==> config.mk <==
export PLATFORM = sky130hd
export DESIGN_NAME = afis_status_unit
export DESIGN_NICKNAME = d
export VERILOG_FILES = /design/src/rtl/afis_pkg.sv /design/src/rtl/afis_sticky.sv /design/src/rtl/afis_dir.sv /design/src/rtl/afis_status_unit.sv
export SDC_FILE = /design/constraint.sdc
export NUM_CORES = 1
export LEC_CHECK = 0
export BUFFER_PORTS_ARGS = -buffer_cell sky130_fd_sc_hd__buf_2
export CELL_PAD_IN_SITES_DETAIL_PLACEMENT = 0
export CELL_PAD_IN_SITES_GLOBAL_PLACEMENT = 1
export CORE_UTILIZATION = 14
export CTS_CLUSTER_DIAMETER = 150
export DETAILED_ROUTE_END_ITERATION = 8
export PLACE_DENSITY_LB_ADDON = 0.1
export REMOVE_ABC_BUFFERS = 1
export SYNTH_ARGS = -nofsm -noshare
export SYNTH_HDL_FRONTEND = slang
export SYNTH_SLANG_ARGS = --single-unit
export TNS_END_PERCENT = 50
==> constraint.sdc <==
create_clock -name clk -period 3.8 [get_ports clk]
set_clock_uncertainty 0.1 [all_clocks]
set_input_delay 0.57 -clock clk [delete_from_list [all_inputs] [get_ports clk]]
set_output_delay 0.57 -clock clk [all_outputs]
set_load 0.05 [all_outputs]
==> src/rtl/afis_pkg.sv <==
package afis_pkg;
    typedef enum logic {ST_CLEAR, ST_SET} flag_st_t;

    localparam int THR_W    = 5;
    localparam int RAW_OFS  = 8;
    localparam int TX_OFS   = 4;
    localparam int POS_DA   = 0;
    localparam int POS_OVF  = 1;
    localparam int POS_UDF  = 2;
    localparam int RX_THR_L = 0;
    localparam int TX_LO_L  = 16;
    localparam int TX_HI_L  = 24;
endpackage

==> src/rtl/afis_sticky.sv <==
module afis_sticky
    import afis_pkg::*;
(
    input  logic clk,
    input  logic rst_n,
    input  logic set_evt,
    input  logic w1c,
    input  logic fifo_clr,
    output logic flag
);
    flag_st_t state, nxt;

    always_ff @(posedge clk or negedge rst_n) begin
        if (!rst_n) state <= ST_CLEAR;
        else        state <= nxt;
    end

    always_comb begin
        nxt = state;
        unique case (state)
            ST_CLEAR: if (set_evt && !fifo_clr) nxt = ST_SET;           // SET_EVT
            ST_SET: begin
                if (fifo_clr)              nxt = ST_CLEAR;              // CLR_FIFO
                else if (w1c && !set_evt)  nxt = ST_CLEAR;              // CLR_W1C
            end
        endcase
    end

    always_comb flag = (state == ST_SET);
endmodule

==> src/rtl/afis_dir.sv <==
module afis_dir
    import afis_pkg::*;
#(
    parameter int LVL_W = 6,
    parameter bit IS_TX = 1'b0
) (
    input  logic             clk,
    input  logic             rst_n,
    input  logic [LVL_W-1:0] level,
    input  logic [THR_W-1:0] thr_a,
    input  logic [THR_W-1:0] thr_b,
    input  logic             push,
    input  logic             pop,
    input  logic             full,
    input  logic             empty,
    input  logic             fifo_clr,
    input  logic [2:0]       w1c_bits,
    output logic [2:0]       cond,
    output logic             hi_hit
);
    logic [1:0] evt;
    logic [1:0] flg;

    always_comb begin
        evt[0] = push && full;
        evt[1] = pop && empty;
    end

    generate
        if (IS_TX) begin : g_tx
            always_comb begin
                cond[POS_DA] = (level <= LVL_W'(thr_a));
                hi_hit       = (level >= LVL_W'(thr_b));
            end
        end else begin : g_rx
            always_comb begin
                cond[POS_DA] = (level >= LVL_W'(thr_a));
                hi_hit       = 1'b0;
            end
        end
    endgenerate

    for (genvar k = 0; k < 2; k++) begin : g_flag
        afis_sticky u_flag (
            .clk      (clk),
            .rst_n    (rst_n),
            .set_evt  (evt[k]),
            .w1c      (w1c_bits[k+1]),
            .fifo_clr (fifo_clr),
            .flag     (flg[k])
        );
    end

    always_comb begin
        cond[POS_OVF] = flg[0];
        cond[POS_UDF] = flg[1];
    end
endmodule

==> src/rtl/afis_status_unit.sv <==
module afis_status_unit
    import afis_pkg::*;
#(
    parameter int LVL_W = 6
) (
    input  logic             clk,
    input  logic             rst_n,
    input  logic [LVL_W-1:0] rx_level,
    input  logic             rx_push,
    input  logic             rx_pop,
    input  logic             rx_full,
    input  logic             rx_empty,
    input  logic             rx_fifo_clr,
    input  logic [LVL_W-1:0] tx_level,
    input  logic             tx_push,
    input  logic             tx_pop,
    input  logic             tx_full,
    input  logic             tx_empty,
    input  logic             tx_fifo_clr,
    input  logic [31:0]      thr_word,
    input  logic [31:0]      irq_en,
    input  logic             clr_we,
    input  logic [31:0]      clr_data,
    output logic [31:0]      status,
    output logic             tx_high,
    output logic             irq
);
    logic [2:0] rx_cond, tx_cond, rx_w1c, tx_w1c;
    logic       rx_hi_unused;
    logic [6:0] raw, masked;

    always_comb begin
        rx_w1c = clr_we ? (clr_data[2:0] | clr_data[RAW_OFS+2:RAW_OFS]) : 3'b000;
        tx_w1c = clr_we ? (clr_data[TX_OFS+2:TX_OFS]
                         | clr_data[RAW_OFS+TX_OFS+2:RAW_OFS+TX_OFS]) : 3'b000;
    end

    afis_dir #(.LVL_W(LVL_W), .IS_TX(1'b0)) u_rx (
        .clk      (clk),
        .rst_n    (rst_n),
        .level    (rx_level),
        .thr_a    (thr_word[RX_THR_L +: THR_W]),
        .thr_b    (thr_word[RX_THR_L +: THR_W]),
        .push     (rx_push),
        .pop      (rx_pop),
        .full     (rx_full),
        .empty    (rx_empty),
        .fifo_clr (rx_fifo_clr),
        .w1c_bits (rx_w1c),
        .cond     (rx_cond),
        .hi_hit   (rx_hi_unused)
    );

    afis_dir #(.LVL_W(LVL_W), .IS_TX(1'b1)) u_tx (
        .clk      (clk),
        .rst_n    (rst_n),
        .level    (tx_level),
        .thr_a    (thr_word[TX_LO_L +: THR_W]),
        .thr_b    (thr_word[TX_HI_L +: THR_W]),
        .push     (tx_push),
        .pop      (tx_pop),
        .full     (tx_full),
        .empty    (tx_empty),
        .fifo_clr (tx_fifo_clr),
        .w1c_bits (tx_w1c),
        .cond     (tx_cond),
        .hi_hit   (tx_high)
    );

    always_comb begin
        raw    = {tx_cond, 1'b0, rx_cond};
        masked = raw & irq_en[6:0] & 7'b1110111;
        status = {16'b0, 1'b0, raw, 1'b0, masked};
        irq    = |masked;
    end
endmodule

==> flow_summary.yaml <==
run_status:
  status: "finished clean"
clock_network:
  cts_buffers: 3
  clk_pin_slew_ps: 30
  cts_tree: "yes"
  hold_buffers: 0
  htreeDepth: 1
  cts_root_buf: "clkbuf_8"
  cts.sinks: 4
  clk_latency_ps: 210
  post_cts_buffers: 0
  clk_path_buf_depth: 2
  cts_resized: 0
power_and_ir_drop:
  p_int_w: 0.000160
  powerDensity_mw_per_mm2: 264
  pwr-share-clk_pct: 29.5
  p_sw_w: 0.000136
  p_comb_share_pct: 54.4
  swShare_pct: 45.9
  ir_drop_mv: 0.0843
  p_seq_share_pct: 16.1
  power.leakage_nw: 0.697
global_route:
  antenna_found_initial: 0
  grt.overflow.total: 0
  grt_pass1_vias: 708
  grt_pass1_wl_um: 2880
  track_usage_pct: 6.77
  grt_max_degree: 5
drt:
  ant_nets: 0
  vias: 801
  vias_per_cell: 3.47
  drc: 0
  dr.pass1.iters: 4
  drt_wl_total_um: 1970
  wl_per_cell_um: 8.52
  drtIter0Drc: 11
setup_path:
  path_buf_inv: 2
  cp_slowest_cell: "a221o_1"
  arrival_ps: 2060
  timing.rr.end: "u_rx.g_flag[0].u_flag.flag$_DFF_PN0_"
  start_kind: "input pin"
  crit_type: "in2out"
  crit_chain: "buf_2 > ha_1 > and4b_1 > o21ai_1 > a32o_1 > a221o_1 > buf_2"
  r2r_start: "u_rx.g_flag[0].u_flag.flag$_DFF_PN0_"
  rr_worst_depth: 2
  crit_path_max_incr_delay_ps: 340
  cp_num_cells: 7
  path_delay_family: "compound AO/OA/AOI/OAI gates"
  crit_top_cell: "buf_2"
  path_max_fanout: 3
  crit_required_ps: 3130
  cp-end-kind: "output pin"
  startpoint: "tx_level[4]"
  r2r_slack_ps: 2970
  crit_path_end: "irq"
sta:
  setup_tns_ps: 0
  setup_viol: 0
  hold_ws_ps: 58.1
  hold_viol: 0
  slew_viol_final: 0
  fmaxAchievable_mhz: 366
  fin_crit_ps: 2730
  rsz0062_at_grt: "no"
  finalCritPeriodShare_pct: 71.9
final_layout:
  layout-drive-gt1-share_pct: 44.1
  n_antenna_cell: 0
  final_nets: 299
  syn_to_final_growth_pct: 46.5
logic_synthesis:
  synth_flop_cell: "dfrtp_1"
  synth_top_area_share_pct: 24.5
  async_flop_share_pct: 100
  ys_seq_elements: 4
  avgSynthCellArea_um2: 7.96
  yosys.cell_count.top_type: "buf_4"
  synth_edf_count: 0
  ys_top_cells_by_area: "ha_1, buf_4, dfrtp_1"
  syn_inst: 96
  synth_common_cells: "buf_4, ha_1, inv_1"
  synth.largest_area_cell: "ha_1"
  yosys.cell_types.count: 25
  ys_warn_count: 0
  syn_area_um2: 764
  seq_area_frac_synth_pct: 13.1
die:
  num_io_pins: 155
  die_x_um: 75.9
  start_util_pct: 14.8
  core_mm2: 0.00517
  rows: 26
  fp.dieArea_mm2: 0.00576
  die_y_um: 75.9
flow_run:
  cap_violations: 0
place:
  place_congestion: 0.674
  portBuffers: 67
  dp_hpwl_um: 1840
hold_path:
  hold_class: "in2async"
[placed cells by master (no fill, tap or decap)]
master,instances
and2_1,4
ha_1,15
and4b_1,1
conb_1,20
inv_1,14
nand2b_1,2
nor2_1,4
nor2b_1,1
a211oi_1,2
dfrtp_1,4
o21ai_0,5
nand2_1,1
and2_4,1
buf_2,67
a21oi_1,2
o21ai_1,2
a22oi_1,4
a32o_1,1
a211o_1,1
a221o_1,1
or4_1,1
clkbuf_8,3
a31oi_1,1
a21o_1,2
nand3_1,1
and2_0,1
[worst reg2reg max path: stages, from the launching register on]
cell and delay [ps]:
dfrtp_1 390, a22oi_1 160, nor2_1 60
[layer usage]
layer | global-route usage, % | vias up | part of all wire (%)
li1 | - | 415 | -
met1 | 8.52 | 323 | 46
met2 | 10.6 | 61 | 43
met3 | 1.59 | 2 | 11
met4 | 3.70 | 0 | 0.51
met5 | 0 | - | 0
[registers in the layout, indices dropped and copies added (netlist names)]
register                 cells
u_rx.g_flag.u_flag.flag      2
u_tx.g_flag.u_flag.flag      2
[worst min path at each step]
stage	cells past startpoint	slack, ps	from	end
5_1_grt	1	60	rst_n	u_rx.g_flag[1].u_flag.flag$_DFF_PN0_
4_1_cts	1	60	rst_n	u_tx.g_flag[0].u_flag.flag$_DFF_PN0_
3_5_place_dp	1	290	rst_n	u_rx.g_flag[1].u_flag.flag$_DFF_PN0_
2_1_floorplan	0	170	rst_n	u_rx.g_flag[0].u_flag.flag$_DFF_PN0_
6_report	1	60	rst_n	u_tx.g_flag[0].u_flag.flag$_DFF_PN0_
3_3_place_gp	1	280	rst_n	u_rx.g_flag[1].u_flag.flag$_DFF_PN0_
[cells by family (layout without fill, tap and decap cells)]
logic type	count (synthesis)	in the layout	synth area share [%]
compound gates	21	21	18.3
fa+ha+maj	15	15	24.5
buf+inv	38	84	30.4
flops	4	4	13.1
other cells	1	20	0.491
simple gates	17	17	13.1
[final cells by class]
class,instances,area [um^2]
clock buffer,3,41.3
fill,588,4050
inverter,14,52.6
multi-input combinational,73,503
sequential,4,100
tap,70,87.6
timing repair buffer,67,335
[power groups by stage]
stage	registers (W)	clock network, W	logic [W]
final	0.0000476	0.0000871	0.000161
after global routing	0.0000479	0.0000950	0.000175
after CTS	0.0000476	0.0000906	0.000162
after detailed placement	0.0000480	0	0.000162
after global placement	0.0000482	0	0.000162
after floorplan	0.0000559	0	0.000106
[through the flow]
stage	util [%]	worst slack (ps)	total power (W)	instances	area (um^2)
global placement	20.9	1050	0.000210	228	1080
detailed placement	20.9	1050	0.000210	228	1080
global route	21.6	1010	0.000318	231	1120
floorplan	-	780	0.000162	91	656
finish	21.6	1070	0.000296	231	1120
CTS	21.6	1050	0.000301	231	1120
(Power assumes the default switching activity.)
